$ cat config.mk
export PLATFORM = sky130hd
export DESIGN_NAME = tune_bus_master
export DESIGN_NICKNAME = d
export VERILOG_FILES = /design/src/rtl/tune_bus_pkg.sv /design/src/rtl/tune_bus_ctrl.sv /design/src/rtl/tune_bus_datapath.sv /design/src/rtl/tune_bus_master.sv
export SDC_FILE = /design/constraint.sdc
export NUM_CORES = 1
export LEC_CHECK = 0
export BUFFER_PORTS_ARGS = -buffer_cell sky130_fd_sc_hd__buf_2
export CORE_ASPECT_RATIO = 0.9
export CORE_UTILIZATION = 55
export CTS_CLUSTER_DIAMETER = 60
export DETAILED_ROUTE_END_ITERATION = 10
export GPL_TIMING_DRIVEN = 1
export PLACE_DENSITY = 0.78
export REMOVE_ABC_BUFFERS = 1
export SYNTH_ARGS = -nofsm -noshare
export SYNTH_HDL_FRONTEND = slang
export SYNTH_HIERARCHICAL = 1
export SYNTH_SLANG_ARGS = --single-unit
$ cat constraint.sdc
create_clock -name clk -period 3 [get_ports clk]
set_input_delay 0.45 -clock clk [delete_from_list [all_inputs] [get_ports clk]]
set_output_delay 0.45 -clock clk [all_outputs]
set_load 0.02 [all_outputs]
$ cat src/rtl/tune_bus_pkg.sv
package tune_bus_pkg;

  typedef enum logic [2:0] {
    ST_IDLE,
    ST_SETUP,
    ST_HIGH,
    ST_LOW,
    ST_HOLD,
    ST_GAP
  } busState_t;

  typedef struct packed {
    logic load;
    logic shift;
    logic clkSet;
    logic clkClr;
    logic enDrop;
  } busStrobe_t;

  function automatic int ceilDiv(input int num, input int den);
    return (num + den - 1) / den;
  endfunction

  function automatic int maxOf(input int a, input int b);
    return (a > b) ? a : b;
  endfunction

endpackage

$ cat src/rtl/tune_bus_ctrl.sv
module tune_bus_ctrl
  import tune_bus_pkg::*;
#(
  parameter int SETUP_CYC = 1,
  parameter int HALF_CYC  = 1,
  parameter int HOLD_CYC  = 1,
  parameter int GAP_CYC   = 2
) (
  input  logic       clk,
  input  logic       rst_n,
  input  logic       reqValid,
  output logic       reqReady,
  output busStrobe_t strb
);

  localparam int MAX_CYC = maxOf(maxOf(SETUP_CYC, HALF_CYC), maxOf(HOLD_CYC, GAP_CYC));
  localparam int TMR_W   = (MAX_CYC > 1) ? $clog2(MAX_CYC) : 1;

  busState_t        state, stateNxt;
  logic [TMR_W-1:0] tmr, tmrVal;
  logic             tmrLoad;
  logic [2:0]       bitCnt;
  logic             bitInc;
  logic             tmrDone;

  assign tmrDone  = (tmr == '0);
  assign reqReady = (state == ST_IDLE);

  always_comb begin
    stateNxt = state;
    strb     = '0;
    tmrLoad  = 1'b0;
    tmrVal   = '0;
    bitInc   = 1'b0;
    unique case (state)
      ST_IDLE: if (reqValid) begin
        strb.load = 1'b1;
        stateNxt  = ST_SETUP;
        tmrLoad   = 1'b1;
        tmrVal    = TMR_W'(SETUP_CYC - 1);
      end
      ST_SETUP: if (tmrDone) begin
        strb.clkSet = 1'b1;
        stateNxt    = ST_HIGH;
        tmrLoad     = 1'b1;
        tmrVal      = TMR_W'(HALF_CYC - 1);
      end
      ST_HIGH: if (tmrDone) begin
        strb.clkClr = 1'b1;
        strb.shift  = 1'b1;
        tmrLoad     = 1'b1;
        if (bitCnt == 3'd7) begin
          stateNxt = ST_HOLD;
          tmrVal   = TMR_W'(HOLD_CYC - 1);
        end else begin
          stateNxt = ST_LOW;
          tmrVal   = TMR_W'(HALF_CYC - 1);
        end
      end
      ST_LOW: if (tmrDone) begin
        strb.clkSet = 1'b1;
        bitInc      = 1'b1;
        stateNxt    = ST_HIGH;
        tmrLoad     = 1'b1;
        tmrVal      = TMR_W'(HALF_CYC - 1);
      end
      ST_HOLD: if (tmrDone) begin
        strb.enDrop = 1'b1;
        stateNxt    = ST_GAP;
        tmrLoad     = 1'b1;
        tmrVal      = TMR_W'(GAP_CYC - 1);
      end
      ST_GAP: if (tmrDone) stateNxt = ST_IDLE;
      default: stateNxt = ST_IDLE;
    endcase
  end

  always_ff @(posedge clk or negedge rst_n) begin
    if (!rst_n) begin
      state  <= ST_IDLE;
      tmr    <= '0;
      bitCnt <= '0;
    end else begin
      state <= stateNxt;
      if (tmrLoad)       tmr <= tmrVal;
      else if (!tmrDone) tmr <= tmr - 1'b1;
      if (strb.load)     bitCnt <= '0;
      else if (bitInc)   bitCnt <= bitCnt + 1'b1;
    end
  end

  // an accepted request blocks the next one
  a_r10_ready_drops: assert property (@(posedge clk) disable iff (!rst_n)
    (reqValid && reqReady) |=> !reqReady);

  // eight bits end with a hold phase, never a ninth rise
  a_r2_eight_bits: assert property (@(posedge clk) disable iff (!rst_n)
    (state == ST_HOLD) |-> (bitCnt == 3'd7));

endmodule

$ cat src/rtl/tune_bus_datapath.sv
module tune_bus_datapath
  import tune_bus_pkg::*;
#(
  parameter int NUM_DEV = 4,
  parameter int DEV_W   = 2
) (
  input  logic                 clk,
  input  logic                 rst_n,
  input  busStrobe_t           strb,
  input  logic                 reqAll,
  input  logic [DEV_W-1:0]     reqDev,
  input  logic [7:0]           reqWord,
  input  logic [8*NUM_DEV-1:0] reqLanes,
  output logic                 busClk,
  output logic [NUM_DEV-1:0]   busData,
  output logic [NUM_DEV-1:0]   busEn
);

  logic [NUM_DEV-1:0] selMask;

  for (genvar g = 0; g < NUM_DEV; g++) begin : g_lane
    logic [7:0] shReg;

    assign selMask[g] = reqAll || (reqDev == DEV_W'(g));
    assign busData[g] = shReg[7];

    always_ff @(posedge clk or negedge rst_n) begin
      if (!rst_n)          shReg <= '0;
      else if (strb.load)  shReg <= reqAll ? reqLanes[8*g +: 8] : reqWord;
      else if (strb.shift) shReg <= {shReg[6:0], 1'b0};
    end
  end

  always_ff @(posedge clk or negedge rst_n) begin
    if (!rst_n) begin
      busClk <= 1'b0;
      busEn  <= '0;
    end else begin
      if (strb.clkSet)      busClk <= 1'b1;
      else if (strb.clkClr) busClk <= 1'b0;
      if (strb.load)        busEn <= selMask;
      else if (strb.enDrop) busEn <= '0;
    end
  end

  // idle bus is quiet
  a_r11_idle_quiet: assert property (@(posedge clk) disable iff (!rst_n)
    (busEn == '0) |-> (!busClk && (busData == '0)));

  // data holds while the serial clock stays high
  a_r7_data_stable_high: assert property (@(posedge clk) disable iff (!rst_n)
    (busClk && $past(busClk)) |-> $stable(busData));

  // one enable or all of them
  a_r4_enable_shape: assert property (@(posedge clk) disable iff (!rst_n)
    ($countones(busEn) <= 1) || ($countones(busEn) == NUM_DEV));

  // no clock rise without an enable that was already high
  a_r5_clk_after_en: assert property (@(posedge clk) disable iff (!rst_n)
    $rose(busClk) |-> ((busEn != '0) && ($past(busEn) != '0)));

  // enable falls only with the clock low for a cycle
  a_r8_en_fall_clk_low: assert property (@(posedge clk) disable iff (!rst_n)
    ((busEn == '0) && ($past(busEn) != '0)) |-> (!busClk && !$past(busClk)));

endmodule

$ cat src/rtl/tune_bus_master.sv
module tune_bus_master
  import tune_bus_pkg::*;
#(
  parameter int NUM_DEV          = 4,
  parameter int SYS_PERIOD_PS    = 20000,
  parameter int CLK_MIN_PERIOD_PS = 38462,
  parameter int EN_SETUP_PS      = 19200,
  parameter int EN_HOLD_PS       = 19200,
  parameter int DATA_MARGIN_PS   = 13200,
  parameter int EN_GAP_PS        = 38400,
  localparam int DEV_W           = (NUM_DEV > 1) ? $clog2(NUM_DEV) : 1
) (
  input  logic                 clk,
  input  logic                 rst_n,
  input  logic                 reqValid,
  output logic                 reqReady,
  input  logic                 reqAll,
  input  logic [DEV_W-1:0]     reqDev,
  input  logic [7:0]           reqWord,
  input  logic [8*NUM_DEV-1:0] reqLanes,
  output logic                 busClk,
  output logic [NUM_DEV-1:0]   busData,
  output logic [NUM_DEV-1:0]   busEn
);

  localparam int HALF_CYC  = maxOf(1, maxOf(ceilDiv(CLK_MIN_PERIOD_PS, 2 * SYS_PERIOD_PS),
                                            ceilDiv(DATA_MARGIN_PS, SYS_PERIOD_PS)));
  localparam int SETUP_CYC = maxOf(1, maxOf(ceilDiv(EN_SETUP_PS, SYS_PERIOD_PS),
                                            ceilDiv(DATA_MARGIN_PS, SYS_PERIOD_PS)));
  localparam int HOLD_CYC  = maxOf(1, ceilDiv(EN_HOLD_PS, SYS_PERIOD_PS));
  localparam int GAP_CYC   = maxOf(1, ceilDiv(EN_GAP_PS, SYS_PERIOD_PS));

  busStrobe_t strb;

  tune_bus_ctrl #(
    .SETUP_CYC(SETUP_CYC),
    .HALF_CYC (HALF_CYC),
    .HOLD_CYC (HOLD_CYC),
    .GAP_CYC  (GAP_CYC)
  ) u_ctrl (
    .clk     (clk),
    .rst_n   (rst_n),
    .reqValid(reqValid),
    .reqReady(reqReady),
    .strb    (strb)
  );

  tune_bus_datapath #(
    .NUM_DEV(NUM_DEV),
    .DEV_W  (DEV_W)
  ) u_dp (
    .clk     (clk),
    .rst_n   (rst_n),
    .strb    (strb),
    .reqAll  (reqAll),
    .reqDev  (reqDev),
    .reqWord (reqWord),
    .reqLanes(reqLanes),
    .busClk  (busClk),
    .busData (busData),
    .busEn   (busEn)
  );

endmodule

==> flow_summary.yaml <==
clocking:
  post_cts_buffers: 0
  cts.clk_slew.worst_paths_ps: 80
  cts_tree: "built"
  root_buffer: "clkbuf_8"
  cts_sinks: 44
  cts_resized: 0
  cts_buffers: 5
  cts.path.max_buffers: 2
  cts_max_level: 2
  hold_buffers: 0
  clock_latency_ps: 290
timing:
  rsz0062_at_grt: "no"
  min_period_ps: 2048
  setup_violations: 0
  slew_viol_final: 0
  finClkSkew_ps: 7.843
  worst_pin_slew_ps: 946.5
  post-route-period-util: 0.6826
  slew_headroom: 0.3690
  clock.fmax_mhz: 488.3
  hold_viol: 0
logic_synthesis:
  yosys_warnings: 6
  ys_seq_elements: 44
  ys_seq_area_frac: 0.4508
  syn_area_sq_um: 2442
  syn_inst: 252
  yosysUniqueCellTypes: 32
  synth_top_cell_by_area: "dfrtp_1"
  synth_area_leaders: "dfrtp_1, a211oi_1, a31oi_1"
  synth_top_area_frac: 0.4508
  syn_area_per_cell_sq_um: 9.692
drt:
  viasPerCell: 5.467
  finalWirelength_mm: 4.520
  first_iter_violations: 106
  ant_nets: 0
  drc_errors: 0
  detail_route.wl_per_cell_um: 12.88
  vias: 1919
  dr.pass1.iters: 4
worst_setup_path:
  path_class: "reg -> reg"
  cp_data_required_time_ps: 3210
  start_kind: "flip-flop"
  cp_max_fo: 24
  arrival_ps: 2260
  reg2reg_from: "u_ctrl/state[2]"
  crit_start: "u_ctrl/state[2]"
  end_kind: "flip-flop"
placed_design:
  gp_congestion: 0.7491
  dp_cells: 343
  dpl.hpwl_mm: 3.024
  numPortBuffers: 55
die:
  core_region_area_sq_um: 4156
  die_area_sq_um: 4711
  die_h_um: 65.22
  pin_count: 56
  die_w_um: 72.24
  initial_core_util: 0.5876
  rows: 22
global_route:
  grt_max_degree: 63
  antenna_found_initial: 0
  grt_overflow: 0
  grt_busiest_layer: "met2"
  grtUsageTotal: 0.2056
  grt.met1_usage: 0.2633
  grt_pass1_vias: 1732
  gr-usage-met2: 0.3563
  grt_pass1_wl_mm: 7.555
  globalRouteMet3Util: 0.04141
final_layout:
  final_cells: 351
  area_growth_pct: 11.73
  num-fill-cells: 352
  final_nets: 338
  seq_area_sq_um: 1101
  fin_util: 0.6565
  num_antenna_cells: 0
  drive_gt1_frac: 0.2474
  multiInputGateArea_sq_um: 1125
pwr:
  leakagePower_nw: 1.263
  powerDensity_nw_per_um2: 900.5
  ir_worst_vdd_uv: 433.9
worst_hold_path:
  worstHoldPathType: "in -> async"
job:
  drv_cap: 0
run_status:
  status: "complete, no violations"
-- synth_stat cells, drive strengths merged --
library cell / number
nor4: 1
dfrtp: 44
o21ai: 12
a21o: 2
nand3: 1
nor3: 1
and2: 4
clkbuf: 2
buf: 25
mux2: 1
a22o: 1
ha: 2
a211oi: 28
nor2: 7
inv: 3
a31oi: 28
nand3b: 1
nor2b: 28
and2b: 3
nor4b: 3
nand2b: 12
a32o: 1
a21oi: 3
and4bb: 1
nor3b: 1
nand2: 35
mux2i: 2
-- power breakdown --
| group | internal, W | switching, W | leakage, nW |
|---|---|---|---|
| registers | 0.000838 | 0.000149 | 0.564 |
| clock network | 0.000187 | 0.000194 | 0.0445 |
| logic | 0.000507 | 0.000582 | 0.655 |
| total | 0.00153 | 0.000925 | 1.26 |
-- layout make-up --
class | instances | area share
multi-input combinational | 178 | 0.4122
sequential | 44 | 0.4035
timing repair buffer | 58 | 0.1183
clock buffer | 7 | 0.03164
tap | 60 | 0.02751
inverter | 3 | 0.004127
clock inverter | 1 | 0.002751
-- layout by cell type (no fill, tap or decap), types with 2 or more instances in the layout --
master / synthesis / final
dfrtp_1: 44 / 44
nand2b_1: 12 / 12
inv_1: 3 / 3
and2_1: 3 / 3
mux2i_1: 2 / 2
and2b_1: 3 / 3
buf_12: 0 / 2
nor2b_1: 28 / 28
a21o_1: 2 / 2
a211oi_2: 3 / 3
nor2_1: 7 / 7
a31oi_1: 28 / 28
a211oi_1: 25 / 25
o21ai_0: 12 / 12
a21oi_1: 3 / 3
clkbuf_8: 0 / 6
nand2_1: 35 / 35
nor4b_1: 2 / 2
ha_1: 2 / 2
buf_2: 9 / 55
-- flip-flops by register name, summed over array words and instances (netlist names) --
| signal | cells |
|---|---|
| u_dp/busEn | 4 |
| u_ctrl/tmr | 1 |
| u_dp/g_lane.shReg | 32 |
| u_ctrl/state | 3 |
| u_dp/busClk | 1 |
| u_ctrl/bitCnt | 3 |
-- critical path, stage by stage, from the launching register on --
cell and delay, ps:
dfrtp_1 540, nor4b_4 810, buf_4 380, a211oi_1 70
a31oi_1 150
-- metal layers --
metal	share of wire	wire length (um)
met2	0.48	2155
met1	0.47	2119
met4	0.0075	34
met5	0	0
met3	0.046	210
-- final timing paths --
| check | endpoint | slack (ps) | cells after the start |
|---|---|---|---|
| min | u_ctrl/state[0] | 310 | 1 |
| max in group asynchronous | u_dp/g_lane[0].shReg[5] | 2110 | 1 |
| max | u_dp/g_lane[0].shReg[5] | 950 | 4 |
| max reg2reg | u_dp/g_lane[0].shReg[5] | 950 | 4 |
| min in group clk | u_dp/g_lane[0].shReg[1] | 420 | 3 |
| min reg2reg | u_dp/busEn[2] | 470 | 2 |
-- through the flow --
step	setup TNS, ps	area [sq um]	setup WS (ps)	hold slack [ps]	power, W
after global placement	0	2635	1072	448.3	0.002040
after global routing	0	2729	746.7	392.8	0.002655
after detailed placement	0	2635	958.1	457.1	0.002094
after CTS	0	2729	944.1	345.3	0.002483
final	0	2729	952.1	305.2	0.002457
after floorplan	-26270	2228	-951.9	154.4	0.001776
-- cells by family (layout without fill, tap and decap cells) --
kind of cell | Yosys count | after routing | share of synthesized area
AND/OR/NAND/NOR | 98 | 98 | 0.2239
AO/OA/AOI/OAI | 75 | 75 | 0.2085
flip-flops | 44 | 44 | 0.4508
buffers and inverters | 30 | 69 | 0.09221
multiplexers | 3 | 3 | 0.01434
adder cells (fa/ha/maj) | 2 | 2 | 0.01024
Note: power is estimated with default switching activity, not from simulation.
